[config.mk]
export PLATFORM = sky130hd
export DESIGN_NAME = daisy_bus_arbiter
export DESIGN_NICKNAME = d
export VERILOG_FILES = /design/src/rtl/daisy_arb_pkg.sv /design/src/rtl/dcb_chain_cell.sv /design/src/rtl/dcb_level_chain.sv /design/src/rtl/dcb_level_select.sv /design/src/rtl/daisy_bus_arbiter.sv
export SDC_FILE = /design/constraint.sdc
export NUM_CORES = 1
export LEC_CHECK = 0
export BUFFER_PORTS_ARGS = -buffer_cell sky130_fd_sc_hd__buf_2
export CORE_MARGIN = 5
export CORE_UTILIZATION = 35
export DETAILED_ROUTE_END_ITERATION = 10
export SKIP_CTS_REPAIR_TIMING = 1
export SLEW_MARGIN = 20
export SYNTH_ARGS = -nofsm -noshare
export SYNTH_HDL_FRONTEND = slang
export SYNTH_SLANG_ARGS = --single-unit
[constraint.sdc]
create_clock -name clk_i -period 2.5 [get_ports clk_i]
set_input_delay 0.125 -clock clk_i [delete_from_list [all_inputs] [get_ports clk_i]]
set_output_delay 0.125 -clock clk_i [all_outputs]
set_load 0.005 [all_outputs]
[src/rtl/daisy_arb_pkg.sv]
package daisy_arb_pkg;
  typedef enum logic {
    SEL_IDLE  = 1'b0,  // may offer a grant
    SEL_OFFER = 1'b1   // grant pulse on a level line
  } sel_state_e;
endpackage

[src/rtl/dcb_chain_cell.sv]
module dcb_chain_cell (
  input  logic clk_i,
  input  logic rst_ni,
  input  logic gnt_in_i,
  input  logic req_i,
  output logic gnt_out_o,
  output logic own_o
);
  logic own_q, own_d, take;

  assign take      = gnt_in_i & req_i;
  assign gnt_out_o = gnt_in_i & ~req_i & ~own_q;
  assign own_d     = own_q ? req_i : take;

  always_ff @(posedge clk_i or negedge rst_ni) begin
    if (!rst_ni) own_q <= 1'b0;
    else         own_q <= own_d;
  end

  assign own_o = own_q;


  owner_hold_chk: assert property (@(posedge clk_i) disable iff (!rst_ni)
    (own_q && req_i) |=> own_q);

  owner_release_chk: assert property (@(posedge clk_i) disable iff (!rst_ni)
    (own_q && !req_i) |=> !own_q);

  capture_needs_grant_chk: assert property (@(posedge clk_i) disable iff (!rst_ni)
    (!own_q && !(gnt_in_i && req_i)) |=> !own_q);
endmodule

[src/rtl/dcb_level_chain.sv]
module dcb_level_chain #(
  parameter int unsigned DEVS = 4
) (
  input  logic            clk_i,
  input  logic            rst_ni,
  input  logic            lvl_gnt_i,
  input  logic [DEVS-1:0] req_i,
  output logic            lvl_req_o,
  output logic [DEVS-1:0] own_o
);
  logic [DEVS:0] gnt_w;

  assign gnt_w[0]  = lvl_gnt_i;
  assign lvl_req_o = |req_i;  // wired-OR equivalent

  for (genvar d = 0; d < DEVS; d++) begin : g_cell
    dcb_chain_cell u_cell (
      .clk_i     (clk_i),
      .rst_ni    (rst_ni),
      .gnt_in_i  (gnt_w[d]),
      .req_i     (req_i[d]),
      .gnt_out_o (gnt_w[d+1]),
      .own_o     (own_o[d])
    );
  end


  tail_only_when_idle_chk: assert property (@(posedge clk_i) disable iff (!rst_ni)
    gnt_w[DEVS] |-> (req_i == '0));

  chain_single_owner_chk: assert property (@(posedge clk_i) disable iff (!rst_ni)
    $onehot0(own_o));
endmodule

[src/rtl/dcb_level_select.sv]
module dcb_level_select
  import daisy_arb_pkg::*;
#(
  parameter int unsigned LEVELS = 2
) (
  input  logic              clk_i,
  input  logic              rst_ni,
  input  logic [LEVELS-1:0] lvl_req_i,
  input  logic              busy_i,
  output logic [LEVELS-1:0] lvl_gnt_o
);
  sel_state_e        state_q, state_d;
  logic [LEVELS-1:0] pick, gnt_q, gnt_d;

  // lowest index wins: highest priority
  always_comb begin
    pick = '0;
    for (int l = LEVELS - 1; l >= 0; l--) begin
      if (lvl_req_i[l]) pick = LEVELS'(1) << l;
    end
  end

  always_comb begin
    state_d = SEL_IDLE;
    gnt_d   = '0;
    if (state_q == SEL_IDLE && !busy_i && (lvl_req_i != '0)) begin
      state_d = SEL_OFFER;
      gnt_d   = pick;
    end
  end

  always_ff @(posedge clk_i or negedge rst_ni) begin
    if (!rst_ni) begin
      state_q <= SEL_IDLE;
      gnt_q   <= '0;
    end else begin
      state_q <= state_d;
      gnt_q   <= gnt_d;
    end
  end

  assign lvl_gnt_o = gnt_q;


  lvl_onehot_chk: assert property (@(posedge clk_i) disable iff (!rst_ni)
    $onehot0(gnt_q));

  lvl_pulse_chk: assert property (@(posedge clk_i) disable iff (!rst_ni)
    (gnt_q != '0) |=> (gnt_q == '0));

  lvl_priority_chk: assert property (@(posedge clk_i) disable iff (!rst_ni)
    (gnt_q != '0) |-> ((($past(lvl_req_i) & (gnt_q - LEVELS'(1))) == '0)
                       && (($past(lvl_req_i) & gnt_q) != '0)));

  no_grant_when_busy_chk: assert property (@(posedge clk_i) disable iff (!rst_ni)
    busy_i |=> (gnt_q == '0));
endmodule

[src/rtl/daisy_bus_arbiter.sv]
module daisy_bus_arbiter #(
  parameter int unsigned LEVELS = 2,
  parameter int unsigned DEVS   = 4,
  localparam int unsigned N     = LEVELS * DEVS,
  localparam int unsigned IDX_W = (N > 1) ? $clog2(N) : 1
) (
  input  logic              clk_i,
  input  logic              rst_ni,
  input  logic [N-1:0]      req_i,
  output logic [N-1:0]      gnt_o,
  output logic [LEVELS-1:0] lvl_gnt_o,
  output logic              busy_o,
  output logic [IDX_W-1:0]  owner_o
);
  logic [LEVELS-1:0] lvl_req, lvl_gnt;
  logic [N-1:0]      own;
  logic              busy;

  for (genvar l = 0; l < LEVELS; l++) begin : g_level
    dcb_level_chain #(.DEVS(DEVS)) u_chain (
      .clk_i     (clk_i),
      .rst_ni    (rst_ni),
      .lvl_gnt_i (lvl_gnt[l]),
      .req_i     (req_i[l*DEVS +: DEVS]),
      .lvl_req_o (lvl_req[l]),
      .own_o     (own[l*DEVS +: DEVS])
    );
  end

  assign busy = |own;

  dcb_level_select #(.LEVELS(LEVELS)) u_sel (
    .clk_i     (clk_i),
    .rst_ni    (rst_ni),
    .lvl_req_i (lvl_req),
    .busy_i    (busy),
    .lvl_gnt_o (lvl_gnt)
  );

  always_comb begin
    owner_o = '0;
    for (int i = 0; i < N; i++) begin
      if (own[i]) owner_o = IDX_W'(i);
    end
  end

  assign gnt_o     = own;
  assign lvl_gnt_o = lvl_gnt;
  assign busy_o    = busy;


  single_owner_chk: assert property (@(posedge clk_i) disable iff (!rst_ni)
    $onehot0(gnt_o));

  capture_after_pulse_chk: assert property (@(posedge clk_i) disable iff (!rst_ni)
    $rose(busy_o) |-> ($past(lvl_gnt_o) != '0));

  owner_index_chk: assert property (@(posedge clk_i) disable iff (!rst_ni)
    busy_o |-> gnt_o[owner_o]);
endmodule

Yosys cells after proc, flatten, opt, wreduce, memory -nomap -nowiden
Index checks and enable logic that the tools add are counted.

Bits of input ports: 10. Output and inout port bits: 14. Register bits: 11. Word-level logic and storage cells: 69.

Mux-type cells: 19. Reductions and logical operators: 7. Bitwise logic cells: 33.

Operators with widths (count): 1-bit AND (20); 3-bit 2-to-1 mux (6); 1-bit inverter (13); 1-bit 2-to-1 mux (10); 4-bit OR reduction (2); 8-bit OR reduction (1); 2-bit 2-to-1 mux (3); 1-bit logical AND (2); 2-bit nonzero test (1); 1-bit logical NOT (1).

Logic depth before layout (Yosys ltp)
Gate-level depths: netlist (run 1).

Word-level depth: 9. Depth in mapped cells: 3.

By module
Synthesis (run 1) repeated with hierarchy kept, for this count alone.

Cells, all modules: 45. Area total of the unflattened synthesis: 548.0 µm².

By module, submodules not included: dcb_chain_cell (cells each 3, area an instance 45.0 µm², times used 8); dcb_level_select (cells each 7, area an instance 106.4 µm², times used 1); daisy_bus_arbiter (cells each 12, area an instance 66.3 µm², times used 1); dcb_level_chain (cells each 1, area an instance 7.5 µm², times used 2).

Worst setup path before layout (run 1)
OpenSTA, ideal clock, no wires.

Path type: register to register. Start: register g_level[1].u_chain.g_cell[0].u_cell.own_q. End: register u_sel.gnt_q[1], in the netlist u_sel.lvl_gnt_o[1]. Data required time: 2.412 ns. Stages on the path, launching flop included: 4. Path slack: 1.360 ns. Path buffers: 0. Arrival time: 1.052 ns. Period minus slack after synthesis: 1.140 ns. Path through: dfrtp_1 -> nor4_4 -> nand3b_2 -> nor3b_1.

Word-level cells in the longest chain between the ends: 5.

RTL lines: start: declaration (line dcb_chain_cell.sv:9) `logic own_q, own_d, take;`; start signal: assignment (line dcb_chain_cell.sv:17) `else own_q <= own_d;`; 8-bit OR reduction (line daisy_bus_arbiter.sv:30) `assign busy = |own;`; 1-bit logical NOT (line dcb_level_select.sv:26) `if (state_q == SEL_IDLE && !busy_i && (lvl_req_i != '0)) begin`; 1-bit logical AND (2 in a row) (line dcb_level_select.sv:26); 2-bit 2-to-1 mux (line dcb_level_select.sv:26); net u_sel.gnt_d[1] (line dcb_level_select.sv:13) `logic [LEVELS-1:0] pick, gnt_q, gnt_d;`; end signal: assignment (line dcb_level_select.sv:38) `gnt_q <= gnt_d;`; end: declaration (line dcb_level_select.sv:13).

The timed path passes the listed nets, and every way through them passes these cells.

Final worst setup path (run 1)
Start: register g_level[1].u_chain.g_cell[0].u_cell.own_q. End: output busy_o.

Word-level cells in the longest chain between the ends: 1.

RTL lines: 8-bit OR reduction (line daisy_bus_arbiter.sv:30); end: declaration (line daisy_bus_arbiter.sv:12) `output logic busy_o,`.

Every way passes these cells.

==> reports/results.ini, run 1 <==
[outcome]
outcome = complete, no violations

[worst_hold_path]
holdPathEnd = g_level[0].u_chain.g_cell[1].u_cell.own_o
hold_path.class = in -> reg
hold_start = req_i[1]
holdPathStages = 2

[cts]
ctsRootBufferMaster = clkbuf_4
cts_tree = yes
numCtsBuffers = 3
htree_levels = 1
clk_pin_slew_worst_paths_ps = 70
clockBufferDepth = 2
cts_sinks = 11
insertion_delay_ps = 260

[timing]
hold_violations = 0
tightestPinTransition_ps = 461
maxSlewHeadroom_pct = 69.0
setup-tns-final_ps = 0
min_period_ps = 1430
whs_ps = 95.1
skew_ps = 1.19
drv_slew = 0
fin_crit_sh_pct = 57.1
timing.fmax_mhz = 700
rsz0062_at_grt = false
final-setup-viol-count = 0

[route]
wl_per_cell_um = 12.3
wirelength_mm = 1.15
postRouteAntennaNets = 0
viasPerCell = 4.95
firstDrtPassIters = 4
drtIter0Drc = 7
num_vias = 460
drc = 0

[synthesis]
yosysWarningCount = 0
synth-main-ff-cell = dfrtp_1
synthMuxAreaShare_pct = 0
synth.most_common_cell = dfrtp_1
synth_area_leader_cell = dfrtp_1
synthXorXnorAreaFrac_pct = 0
synth_common_cells = dfrtp_1, buf_4, nor2_1
syn_nets = 69
synth_top_area_share_pct = 47.1
postSynthAreaPerCell_um2 = 9.90
syn_area_um2 = 584
synthAdderAreaFrac_pct = 0
ys_ff_latch = 11
synth_edf_count = 0
netlist_top_cells_area = dfrtp_1, buf_4, nor2_1
ys_seq_area_share_pct = 47.1
ys_types = 19
synth_top_family_by_area = simple AND/OR/NAND/NOR gates
synthArstFlopShare_pct = 100
synth_cells = 59
synth_compound_area_share_pct = 14.1
yosys.area_share.simple_pct = 24.0

[floorplanning]
die_h_um = 50.9
ios = 24
die_w_um = 50.9
die_area_um2 = 2590
core_um2 = 1540
start_util_pct = 37.9
rows = 14

[setup_path]
cp-end-kind = output port
cp_num_buf_inv = 1
r2r-start = g_level[1].u_chain.g_cell[0].u_cell.own_o
crit_required_ps = 2380
arrival_ps = 1300
crit_path_max_incr_delay_ps = 450
cp-start-kind = flop
reg2reg_depth = 3
path_max_fanout = 6
reg2reg_slack_ps = 1270
cp_slowest_cell = dfrtp_1
cp.depth = 3
crit_chain = nor4_4 -> nand2_1 -> buf_2
path_class = reg -> out
r2r_end = u_sel.lvl_gnt_o[1]
crit_path_start = g_level[1].u_chain.g_cell[0].u_cell.own_o
crit_family = flip-flops

[layout]
antenna_cells = 0
drive_gt1_share_pct = 39.0
seqCellArea_um2 = 275
fin_cells = 93
multiInputGateArea_um2 = 223
fin_util_pct = 44.2
n_fill_cell = 163
nets = 88
syn_to_final_growth_pct = 16.7

[placed_design]
dp_hpwl_um = 944
dp.cells = 88
portBuffers = 23
routabilityCongestion = 0.744

[power_and_ir_drop]
peakVddDrop_mv = 0.364
p_leak_nw = 0.360
power_mw = 0.489
p_per_area_nw_per_um2 = 717

[global_route]
grt_pass1_wl_mm = 1.91
grt_max_degree = 12
antenna_found_initial = 0
grt_remaining_overflow = 0
grt_pass1_vias = 433
track_usage_pct = 9.90

[run]
maxCapViolCount = 0

## worst max path at each step
stage | to
floorplan | u_sel.lvl_gnt_o[1]
global placement | u_sel.lvl_gnt_o[1]
detailed placement | u_sel.lvl_gnt_o[1]
CTS | busy_o
global route | busy_o
finish | busy_o
## stage by stage
stage	worst slack, ps	instance area (µm²)
floorplan	1360	584
global placement	1320	644
detailed placement	1280	644
CTS	1050	672
global route	943	682
finish	1070	682
## layout make-up
| cell class | count | share of cell area (%) |
|---|---|---|
| inverters | 3 | 1.65 |
| flip-flops and latches | 11 | 40.4 |
| well taps | 16 | 2.94 |
| clock buffers | 3 | 3.30 |
| clock inverters | 1 | 0.734 |
| repair buffers | 24 | 18.3 |
| multi-input cells | 35 | 32.7 |
## cell usage in the layout, fill, tap and decap left out, types with 2 or more instances in the layout
cell type | synthesis | final
nor4_1 | 2 | 2
dfrtp_1 | 11 | 11
nor3b_1 | 2 | 2
o21a_1 | 3 | 3
nand2_1 | 2 | 2
a21oi_1 | 5 | 5
nor2_1 | 8 | 8
inv_1 | 3 | 3
nor2b_1 | 4 | 4
buf_2 | 0 | 23
clkbuf_4 | 0 | 3
## flip-flops by register name, summed over array words and instances, names as in the netlist
register	cells
g_level.u_chain.g_cell.u_cell.own_o	8
u_sel.state_q	1
u_sel.lvl_gnt_o	2
## power breakdown
group	total, mW	internal, mW	switching, mW
Clock	0.119	0.0591	0.0595
Sequential	0.230	0.207	0.0238
Combinational	0.140	0.0751	0.0647
## per-layer routing
| metal | track usage, % | part of all wire (%) | vias to the layer above | wire length (µm) |
|---|---|---|---|---|
| li1 | - | - | 230 | - |
| met1 | 12.1 | 41 | 215 | 471 |
| met2 | 13.6 | 50 | 15 | 568 |
| met3 | 6.69 | 9.2 | 0 | 106 |
| met4 | 3.83 | 0 | 0 | 0 |
| met5 | 0 | 0 | - | 0 |
## cell families after synthesis
kind of cell	after synthesis
buf+inv	13
compound gates	13
flops	11
simple gates	22
(Power assumes the default switching activity.)
==> inputs of run 2 (changes only) <==
- clock period: 2.5 -> 1.45 ns (I/O delays scaled with it)
==> reports/results.ini, run 2 (same netlist as run 1, synthesis figures left out) <==
[floorplanning]
core_um2 = 1540  ; unchanged
ios = 24  ; unchanged
die_w_um = 50.9  ; unchanged
die_area_um2 = 2590  ; unchanged
die_h_um = 50.9  ; unchanged
rows = 14  ; unchanged
start_util_pct = 37.9  ; unchanged

[timing]
rsz0062_at_grt = false  ; unchanged
timing.fmax_mhz = 740
drv_slew = 0  ; unchanged
skew_ps = 8.65  ; was 1.19 ps
min_period_ps = 1350
final-setup-viol-count = 0  ; unchanged
timing.final.ws_setup_ps = 97.8  ; was 1070 ps
hold_violations = 0  ; unchanged
fin_crit_sh_pct = 93.3
tightestPinTransition_ps = 441  ; was 461 ps
setup-tns-final_ps = 0  ; unchanged
maxSlewHeadroom_pct = 70.3  ; was 69.0%

[route]
postRouteAntennaNets = 0  ; unchanged
drtIter0Drc = 9  ; was 7
wirelength_mm = 1.18  ; was 1.15 mm
firstDrtPassIters = 4  ; unchanged
num_vias = 462  ; was 460
wl_per_cell_um = 12.7  ; was 12.3 µm
viasPerCell = 4.97  ; was 4.95
drc = 0  ; unchanged

[power_and_ir_drop]
peakVddDrop_mv = 0.532  ; was 0.364 mV
p_per_area_nw_per_um2 = 1250  ; was 717 nW/µm²
p_leak_nw = 0.359  ; was 0.360 nW

[worst_hold_path]
hold_path.class = in -> reg  ; unchanged
hold_start = req_i[1]  ; unchanged

[cts]
htree_levels = 1  ; unchanged
ctsRootBufferMaster = clkbuf_4  ; unchanged
cts_sinks = 11  ; unchanged
cts_tree = yes  ; unchanged
clockBufferDepth = 2  ; unchanged
clk_pin_slew_worst_paths_ps = 80  ; was 70 ps
insertion_delay_ps = 270  ; was 260 ps
numCtsBuffers = 3  ; unchanged

[layout]
n_fill_cell = 164  ; was 163
layout_common_cells = buf_2, dfrtp_1, nor2_1, a21oi_1, nor2b_1  ; unchanged
antenna_cells = 0  ; unchanged
layout_commonest_cell = buf_2  ; unchanged
fin_area_um2 = 683  ; was 682 µm²
nets = 88  ; unchanged
largest_reg_flops = 8  ; unchanged
syn_to_final_growth_pct = 16.9  ; was 16.7%
drive_gt1_share_pct = 40.3  ; was 39.0%

[placed_design]
routabilityCongestion = 0.744  ; about the same
dpl_cell_area_um2 = 644  ; unchanged
portBuffers = 23  ; unchanged
dp_hpwl_um = 953  ; was 944 µm
post-place-ws_ps = 229  ; was 1280 ps

[setup_path]
cp-end-kind = output port  ; unchanged
arrival_ps = 1280  ; was 1300 ps
crit_required_ps = 1380  ; was 2380 ps
cp-start-kind = flop  ; unchanged
r2r-start = g_level[1].u_chain.g_cell[3].u_cell.own_o  ; was g_level[1].u_chain.g_cell[0].u_cell.own_o
crit_path_start = g_level[1].u_chain.g_cell[3].u_cell.own_o  ; was g_level[1].u_chain.g_cell[0].u_cell.own_o
path_class = reg -> out  ; unchanged
path_max_fanout = 5  ; was 6

[global_route]
antenna_found_initial = 0  ; unchanged
grt_pass1_vias = 448  ; was 433
grt_pass1_wl_mm = 1.95  ; was 1.91 mm
track_usage_pct = 10.3  ; was 9.90%
grt_remaining_overflow = 0  ; unchanged
grt_max_degree = 12  ; unchanged

[run]
maxCapViolCount = 0  ; unchanged

[outcome]
outcome = complete, no violations  ; unchanged

[run 2: cell count changes in the layout (fill, tap and decap cells not counted)]
cell,change
dfrtp_2,+1
dfrtp_1,-1
[run 2: path summary, 6_finish.rpt]
kind                                                              to  slack (ps)  cells after the start
max                                                           busy_o         100                      3
min                        g_level[0].u_chain.g_cell[1].u_cell.own_o          40                      2
max reg2reg                                       u_sel.lvl_gnt_o[1]         250                      3
min reg2reg                g_level[0].u_chain.g_cell[0].u_cell.own_o         500                      1
max in group asynchronous  g_level[1].u_chain.g_cell[3].u_cell.own_o        1030                      2
min in group asynchronous  g_level[0].u_chain.g_cell[0].u_cell.own_o         180                      2
[run 2: area by class of cell]
type | instances | area, µm² | area share [%]
sequential | 11 | 277 | 40.5
multi-input combinational | 35 | 223 | 32.6
inverter | 3 | 11.3 | 1.65
tap | 16 | 20.0 | 2.93
timing repair buffer | 24 | 125 | 18.3
clock buffer | 3 | 22.5 | 3.30
clock inverter | 1 | 5.00 | 0.733
[run 2: routing by layer]
metal	share of wire, %	up-vias	global-route usage, %
met4	2.0	0	8.51
met1	43	209	12.2
met3	6.9	4	3.78
met5	0	-	0
li1	-	231	-
met2	48	18	14.5
[run 2: per-stage QoR]
stage	util (%)	std cells	power [mW]	hold WS, ps
floorplan	-	59	0.583	-223
global placement	41.8	88	0.650	-41.8
detailed placement	41.8	88	0.648	-44.9
CTS	43.6	92	0.862	-349
global route	44.3	93	0.909	37.2
finish	44.3	93	0.852	37.3
[run 2: critical path, cell delays in order, from the launching register on]
cell	delay, ps
dfrtp_2	450
nor4_4	340
nand2_1	90
buf_2	140
[run 2: report_power, final]
| group | total (mW) | switching [mW] | internal, mW |
|---|---|---|---|
| clock | 0.214 | 0.112 | 0.102 |
| combinational | 0.240 | 0.112 | 0.128 |
| sequential | 0.398 | 0.0424 | 0.356 |
| total | 0.852 | 0.266 | 0.587 |
